`src/rtl/rxdec_pkg.sv`:
```
package rxdec_pkg;

  localparam logic [4:0] SYM_J    = 5'b11000;
  localparam logic [4:0] SYM_K    = 5'b10001;
  localparam logic [4:0] SYM_T    = 5'b01101;
  localparam logic [4:0] SYM_R    = 5'b00111;
  localparam logic [4:0] SYM_IDLE = 5'b11111;

  localparam logic [3:0] NIB_PREAMBLE = 4'b0101;
  localparam logic [3:0] NIB_FALSE_CS = 4'b1110;

  typedef enum logic [1:0] {
    ST_HUNT = 2'd0,
    ST_PAIR = 2'd1,
    ST_DATA = 2'd2,
    ST_TAIL = 2'd3
  } rx_state_e;

  // Code group carrying a given data nibble
  function automatic logic [4:0] data_code(input logic [3:0] n);
    case (n)
      4'h0: data_code = 5'b11110;
      4'h1: data_code = 5'b01001;
      4'h2: data_code = 5'b10100;
      4'h3: data_code = 5'b10101;
      4'h4: data_code = 5'b01010;
      4'h5: data_code = 5'b01011;
      4'h6: data_code = 5'b01110;
      4'h7: data_code = 5'b01111;
      4'h8: data_code = 5'b10010;
      4'h9: data_code = 5'b10011;
      4'hA: data_code = 5'b10110;
      4'hB: data_code = 5'b10111;
      4'hC: data_code = 5'b11010;
      4'hD: data_code = 5'b11011;
      4'hE: data_code = 5'b11100;
      default: data_code = 5'b11101;
    endcase
  endfunction

endpackage

```
`src/rtl/rxdec_sym_map.sv`:
```
module rxdec_sym_map
  import rxdec_pkg::*;
#(
  parameter int SYM_W = 5,
  parameter int NIB_W = 4
) (
  input  logic [SYM_W-1:0] code,
  output logic             is_data,
  output logic [NIB_W-1:0] nib,
  output logic             is_j,
  output logic             is_k,
  output logic             is_t,
  output logic             is_r,
  output logic             is_idle
);

  localparam int NUM_DATA = 1 << NIB_W;

  always_comb begin
    is_data = 1'b0;
    nib     = '0;
    for (int n = 0; n < NUM_DATA; n++) begin
      if (code == SYM_W'(data_code(4'(n)))) begin
        is_data = 1'b1;
        nib     = NIB_W'(n);
      end
    end
  end

  assign is_j    = (code == SYM_W'(SYM_J));
  assign is_k    = (code == SYM_W'(SYM_K));
  assign is_t    = (code == SYM_W'(SYM_T));
  assign is_r    = (code == SYM_W'(SYM_R));
  assign is_idle = (code == SYM_W'(SYM_IDLE));

  // a code group falls into at most one class
  always_comb begin
    p_class_onehot_r5: assert ($onehot0({is_data, is_j, is_k, is_t, is_r, is_idle}));
  end

endmodule

```
`src/rtl/rxdec_carrier_det.sv`:
```
module rxdec_carrier_det #(
  parameter int SYM_W    = 5,
  parameter int WIN_SYMS = 2
) (
  input  logic             clk,
  input  logic             rst,
  input  logic [SYM_W-1:0] code,
  output logic             suspect
);

  localparam int WIN_W  = SYM_W * WIN_SYMS;
  localparam int HIST_W = WIN_W - SYM_W;

  logic [HIST_W-1:0] hist_q;
  logic [WIN_W-1:0]  win;
  logic [WIN_W-1:0]  zeros;
  logic [WIN_W-3:0]  pair_hit;

  assign win   = {hist_q, code};
  assign zeros = ~win;

  always_ff @(posedge clk) begin
    if (rst) hist_q <= '1;
    else     hist_q <= win[HIST_W-1:0];
  end

  // A zero at bit i with another zero two or more places above it
  for (genvar i = 0; i < WIN_W - 2; i++) begin : g_gap
    assign pair_hit[i] = zeros[i] & (|zeros[WIN_W-1:i+2]);
  end

  assign suspect = |pair_hit;

  // a window of at most one zero never raises a suspicion
  p_lone_zero_quiet_r2: assert property (@(posedge clk) disable iff (rst)
    ($countones(zeros) < 2) |-> !suspect);

endmodule

```
`src/rtl/rxdec_sym_status.sv`:
```
module rxdec_sym_status (
  input  logic clk,
  input  logic rst,
  input  logic set,
  input  logic rd,
  output logic flag
);

  always_ff @(posedge clk) begin
    if (rst)      flag <= 1'b0;
    else if (set) flag <= 1'b1;
    else if (rd)  flag <= 1'b0;
  end

  p_sticky_set_r10: assert property (@(posedge clk) disable iff (rst)
    set |=> flag);

  p_sticky_clear_r10: assert property (@(posedge clk) disable iff (rst)
    (rd && !set) |=> !flag);

endmodule

```
`src/rtl/rxdec_frame_fsm.sv`:
```
module rxdec_frame_fsm
  import rxdec_pkg::*;
#(
  parameter int NIB_W = 4
) (
  input  logic             clk,
  input  logic             rst,
  input  logic             link_ok,
  input  logic             suspect,
  input  logic             is_data,
  input  logic [NIB_W-1:0] nib,
  input  logic             is_j,
  input  logic             is_k,
  input  logic             is_t,
  input  logic             is_r,
  input  logic             is_idle,
  output logic             rx_dv,
  output logic             rx_er,
  output logic [NIB_W-1:0] rxd,
  output logic             bad_sym
);

  rx_state_e        st_q, st_d;
  logic             first_j_q, first_j_d;
  logic             dv_d, er_d;
  logic [NIB_W-1:0] nib_d;

  always_comb begin
    st_d      = st_q;
    first_j_d = first_j_q;
    dv_d      = 1'b0;
    er_d      = 1'b0;
    nib_d     = '0;
    bad_sym   = 1'b0;
    case (st_q)
      ST_HUNT: begin
        if (link_ok && suspect) begin
          st_d      = ST_PAIR;
          first_j_d = is_j;
        end
      end
      ST_PAIR: begin
        if (first_j_q && is_k) begin
          st_d  = ST_DATA;
          dv_d  = 1'b1;
          nib_d = NIB_W'(NIB_PREAMBLE);
        end else begin
          st_d  = ST_HUNT;
          er_d  = 1'b1;
          nib_d = NIB_W'(NIB_FALSE_CS);
        end
      end
      ST_DATA: begin
        if (!link_ok) begin
          st_d = ST_HUNT;
          dv_d = 1'b1;
          er_d = 1'b1;
        end else if (is_t) begin
          st_d = ST_TAIL;
        end else if (is_idle) begin
          st_d = ST_HUNT;
          dv_d = 1'b1;
          er_d = 1'b1;
        end else if (is_data) begin
          dv_d  = 1'b1;
          nib_d = nib;
        end else begin
          dv_d    = 1'b1;
          er_d    = 1'b1;
          bad_sym = 1'b1;
        end
      end
      default: begin
        st_d = ST_HUNT;
        er_d = !is_r;
      end
    endcase
  end

  always_ff @(posedge clk) begin
    if (rst) begin
      st_q      <= ST_HUNT;
      first_j_q <= 1'b0;
      rx_dv     <= 1'b0;
      rx_er     <= 1'b0;
      rxd       <= '0;
    end else begin
      st_q      <= st_d;
      first_j_q <= first_j_d;
      rx_dv     <= dv_d;
      rx_er     <= er_d;
      rxd       <= nib_d;
    end
  end

  p_reset_quiet_r1: assert property (@(posedge clk)
    rst |=> (!rx_dv && !rx_er && rxd == '0));

  p_preamble_on_rise_r3: assert property (@(posedge clk) disable iff (rst)
    $rose(rx_dv) |-> (rxd == NIB_W'(NIB_PREAMBLE) && !rx_er));

  p_fc_back_to_hunt_r4: assert property (@(posedge clk) disable iff (rst)
    (rx_er && !rx_dv && rxd == NIB_W'(NIB_FALSE_CS)) |=> !rx_dv);

  p_err_nibble_zero_r6: assert property (@(posedge clk) disable iff (rst)
    (rx_dv && rx_er) |-> (rxd == '0));

  p_link_loss_ends_r8: assert property (@(posedge clk) disable iff (rst)
    (st_q == ST_DATA && !link_ok) |=> (rx_dv && rx_er) ##1 !rx_dv);

endmodule

```
`src/rtl/rxdec_4b5b_rx.sv`:
```
module rxdec_4b5b_rx #(
  parameter int SYM_W    = 5,
  parameter int NIB_W    = 4,
  parameter int WIN_SYMS = 2
) (
  input  logic             clk,
  input  logic             rst,
  input  logic [SYM_W-1:0] rx_code,
  input  logic             sig_ok,
  input  logic             pll_lock,
  input  logic             stat_rd,
  output logic             rx_dv,
  output logic             rx_er,
  output logic [NIB_W-1:0] rxd,
  output logic             bad_sym_flag
);

  logic             suspect;
  logic             is_data, is_j, is_k, is_t, is_r, is_idle;
  logic [NIB_W-1:0] nib;
  logic             bad_sym;
  logic             link_ok;

  assign link_ok = sig_ok & pll_lock;

  rxdec_sym_map #(.SYM_W(SYM_W), .NIB_W(NIB_W)) u_map (
    .code    (rx_code),
    .is_data (is_data),
    .nib     (nib),
    .is_j    (is_j),
    .is_k    (is_k),
    .is_t    (is_t),
    .is_r    (is_r),
    .is_idle (is_idle)
  );

  rxdec_carrier_det #(.SYM_W(SYM_W), .WIN_SYMS(WIN_SYMS)) u_cdet (
    .clk     (clk),
    .rst     (rst),
    .code    (rx_code),
    .suspect (suspect)
  );

  rxdec_frame_fsm #(.NIB_W(NIB_W)) u_fsm (
    .clk     (clk),
    .rst     (rst),
    .link_ok (link_ok),
    .suspect (suspect),
    .is_data (is_data),
    .nib     (nib),
    .is_j    (is_j),
    .is_k    (is_k),
    .is_t    (is_t),
    .is_r    (is_r),
    .is_idle (is_idle),
    .rx_dv   (rx_dv),
    .rx_er   (rx_er),
    .rxd     (rxd),
    .bad_sym (bad_sym)
  );

  rxdec_sym_status u_stat (
    .clk  (clk),
    .rst  (rst),
    .set  (bad_sym),
    .rd   (stat_rd),
    .flag (bad_sym_flag)
  );

endmodule

```
`config.mk`:
```
export PLATFORM = sky130hd
export DESIGN_NAME = rxdec_4b5b_rx
export DESIGN_NICKNAME = d
export VERILOG_FILES = /design/src/rtl/rxdec_pkg.sv /design/src/rtl/rxdec_sym_map.sv /design/src/rtl/rxdec_carrier_det.sv /design/src/rtl/rxdec_sym_status.sv /design/src/rtl/rxdec_frame_fsm.sv /design/src/rtl/rxdec_4b5b_rx.sv
export SDC_FILE = /design/constraint.sdc
export NUM_CORES = 1
export LEC_CHECK = 0
export ABC_AREA = 1
export BUFFER_PORTS_ARGS = -buffer_cell sky130_fd_sc_hd__buf_4
export CORE_ASPECT_RATIO = 0.7
export CORE_MARGIN = 2
export CORE_UTILIZATION = 48
export CTS_CLUSTER_DIAMETER = 60
export DETAILED_ROUTE_END_ITERATION = 6
export PLACE_DENSITY = 0.73
export SLEW_MARGIN = 20
export SYNTH_ARGS = -nofsm -noshare
export SYNTH_HDL_FRONTEND = slang
export SYNTH_SLANG_ARGS = --single-unit
```
`constraint.sdc`:
```
create_clock -name clk -period 1.17 [get_ports clk]
set_input_delay 0 -clock clk [delete_from_list [all_inputs] [get_ports clk]]
set_output_delay 0 -clock clk [all_outputs]
set_load 0.005 [all_outputs]
```
==> results_dict.tcl <==
set metrics [dict create \
    status "finished, violations left" \
    violations "setup timing" \
    synth_most_common_cell "nand2_1" \
    p_clk_share_pct 18.2 \
    regToRegEndpoint "u_fsm.st_q[0]" \
    synth_edf_count 0 \
    syn_area_sq_um 926 \
    rows 13 \
    r2r_slack_ns -0.10 \
    final_antenna_net_count 0 \
    vias 1009 \
    synth_top_area_share_pct 32.4 \
    cts_sinks 15 \
    wl_per_cell_um 11.8 \
    slew_headroom_pct 80.8 \
    synth_commonest_cells "nand2_1 (36), inv_1 (19), nor2_1 (16)" \
    fill_cells 158 \
    postLayoutCoreUtil_pct 67.9 \
    worst-r2r-cell-count 6 \
    die_x_um 56.5 \
    nets 185 \
    rsz0062_at_grt "yes" \
    synthSimpleGateAreaFrac_pct 40.4 \
    synth_area_per_cell_sq_um 6.57 \
    yosysSeqAreaShare_pct 32.4 \
    drt_iter0_drc 84 \
    skew_ns 0.00609 \
    cp_data_required_time_ns 1.36 \
    synthTopCellsByArea "dfxtp_1 (32%), nand2_1 (15%), inv_1 (7.7%)" \
    cp-startpoint "u_fsm.st_q[1]" \
    core_sq_mm 0.00184 \
    die_area_sq_mm 0.00230 \
    netSwitchingFraction_pct 37.6 \
    insertedDiodeCount 0 \
    multi_input_area_sq_um 578 \
    syn_to_final_growth_pct 34.9 \
    ctsHtreeMaxLevel 1 \
    powerDensity_mw_per_mm2 1350 \
    overflow 0 \
    syn_inst 141 \
    fin_crit_sh_pct 109 \
    async_flop_share_pct 0 \
    muxShareOfSynthArea_pct 0 \
    cp_data_arrival_time_ns 1.46 \
    cp_max_fo 4 \
    cts-root-buf "clkbuf_4" \
    synthXorXnorAreaFrac_pct 0 \
    gp_congestion 0.897 \
    max_freq_ghz 0.787 \
    tns_ns -0.177 \
    hold_class "in2reg" \
    synth_compound_area_share_pct 9.32 \
    period_needed_ns 1.27 \
    drt_drc_violations_left 0 \
    pin_count 17 \
    dr.pass1.iters 4 \
    pwr-share-seq_pct 38.1 \
    clk_path_buf_depth 2 \
    dp.final_hpwl_um 1570 \
    clk_latency_ns 0.29 \
    yosys.area_share.adder_pct 5.41 \
    numPortBuffers 16 \
    synth_top_family_by_area "simple AND/OR/NAND/NOR gates" \
    vias_per_cell 5.26 \
    finalWorstSetupSlack_ns -0.101 \
    yosysTopAreaCell "dfxtp_1" \
    antenna_found_initial 0 \
    start_kind "flop" \
    hp-start "rx_code[2]" \
    ff_latch_area_sq_um 309 \
    maxCapViolCount 0 \
    drive_above_1_share_pct 32.9 \
    r2r-start "u_fsm.st_q[1]" \
    grt_max_degree 13 \
    switchingPower_uw 633 \
    worst_slew_pin_slew_ns 0.286 \
    synthDistinctLibCells 22 \
    ys_warn_count 0 \
    cts_tree "yes" \
    clk_pin_slew_ns 0.09 \
    combPwrFrac_pct 43.7 \
    grt_pass1_wl_um 3580 \
    initial_utilization_pct 50.4 \
    setup.worst_path.end "u_fsm.st_q[0]" \
    internal_power_uw 1050 \
    irDropWorstVdd_v 0.000838 \
    synth_fp_nets 155 \
    hold_ws_ns 0.0229 \
    grt_pass1_vias 793 \
    synth_ff_type "dfxtp_1" \
    power.leakage_uw 0.000595 \
    die_h_um 40.7 \
    synth-seq-cells 15 \
    wl_um 2260 \
    worstSetupPathType "reg2reg" \
    cp-end-kind "flop" \
    track_usage_pct 21.2 \
    cts_buffers 3 \
    setup_viol 3 \
    hold_viol_final 0 \
    drv_slew 0 \
]
metal layers:
layer | wire length (um) | track usage (%) | vias up | share of wire [%]
li1 | - | - | 504 | -
met1 | 1060 | 29.4 | 448 | 47
met2 | 969 | 32.3 | 52 | 43
met3 | 203 | 5.68 | 5 | 9.0
met4 | 20 | 7.14 | 0 | 0.89
met5 | 0 | 0 | - | 0
flip-flops by register name (all words and copies together), names as in the netlist:
signal / count
u_fsm.st_q: 2
u_fsm.first_j_q: 1
u_cdet.hist_q: 5
u_fsm.rxd: 4
u_stat.flag: 1
u_fsm.rx_dv: 1
u_fsm.rx_er: 1
kinds of logic (layout without fill, tap and decap cells):
group | Yosys count | after routing
fa+ha+maj | 4 | 4
compound gates | 16 | 16
simple gates | 81 | 81
buf+inv | 25 | 54
flops | 15 | 15
critical path, cell delays in order, from the launching register on:
cell and delay [ns]:
dfxtp_2 0.39, inv_1 0.08, ha_1 0.23, o21ai_0 0.26, nand3_2 0.10, nand2_1 0.06, nor2_1 0.05
power by group through the flow:
stage               combinational, uW  clock (uW)  sequential, uW
detailed placement                562           0             646
finish                            736         307             641
global route                      820         335             650
floorplan                         389           0             642
global placement                  550           0             641
CTS                               703         319             639
how the worst min path moves through the flow:
stage,endpoint,cells after the start
2_1_floorplan,u_stat.flag,1
3_3_place_gp,u_stat.flag,2
3_5_place_dp,u_stat.flag,2
4_1_cts,u_fsm.rxd[1],3
5_1_grt,u_fsm.rxd[1],3
6_report,u_fsm.rxd[1],3
cells in the final DEF (no fill, tap or decap), drive strengths merged:
cell type and n:
dlygate4sd3 6, dfxtp 15, o21ai 4, nand3 15, clkbuf 4, nand2 40
clkinv 1, nor2 17, nand3b 1, a21oi 11, o21bai 1, buf 22
inv 21, nand4 4, ha 4, nor3 4
repair_timing:
item	in CTS	in global routing
setup endpoints to repair	6	7
pin swaps	7	11
gates cloned	0	0
gates resized for setup	14	8
hold endpoints to repair	5	0
hold buffers	6	0
buffers inserted	4	0
through the flow:
step           setup WS (ns)  cells  cell area, sq um  power, uW
5_1_grt               -0.189    192              1250       1800
3_3_place_gp         -0.0667    178              1060       1190
2_1_floorplan        0.00217    141               931       1030
3_5_place_dp          -0.122    178              1060       1210
6_report              -0.101    192              1250       1680
4_1_cts              -0.0902    192              1230       1660
final cells by class:
| type | instances | area share (%) |
|---|---|---|
| timing repair buffer | 28 | 18.0 |
| multi-input combinational | 101 | 46.3 |
| inverter | 22 | 6.61 |
| tap | 22 | 2.20 |
| clock buffer | 4 | 2.10 |
| sequential | 15 | 24.7 |
No activity file was read; power rests on OpenSTA's default activity.
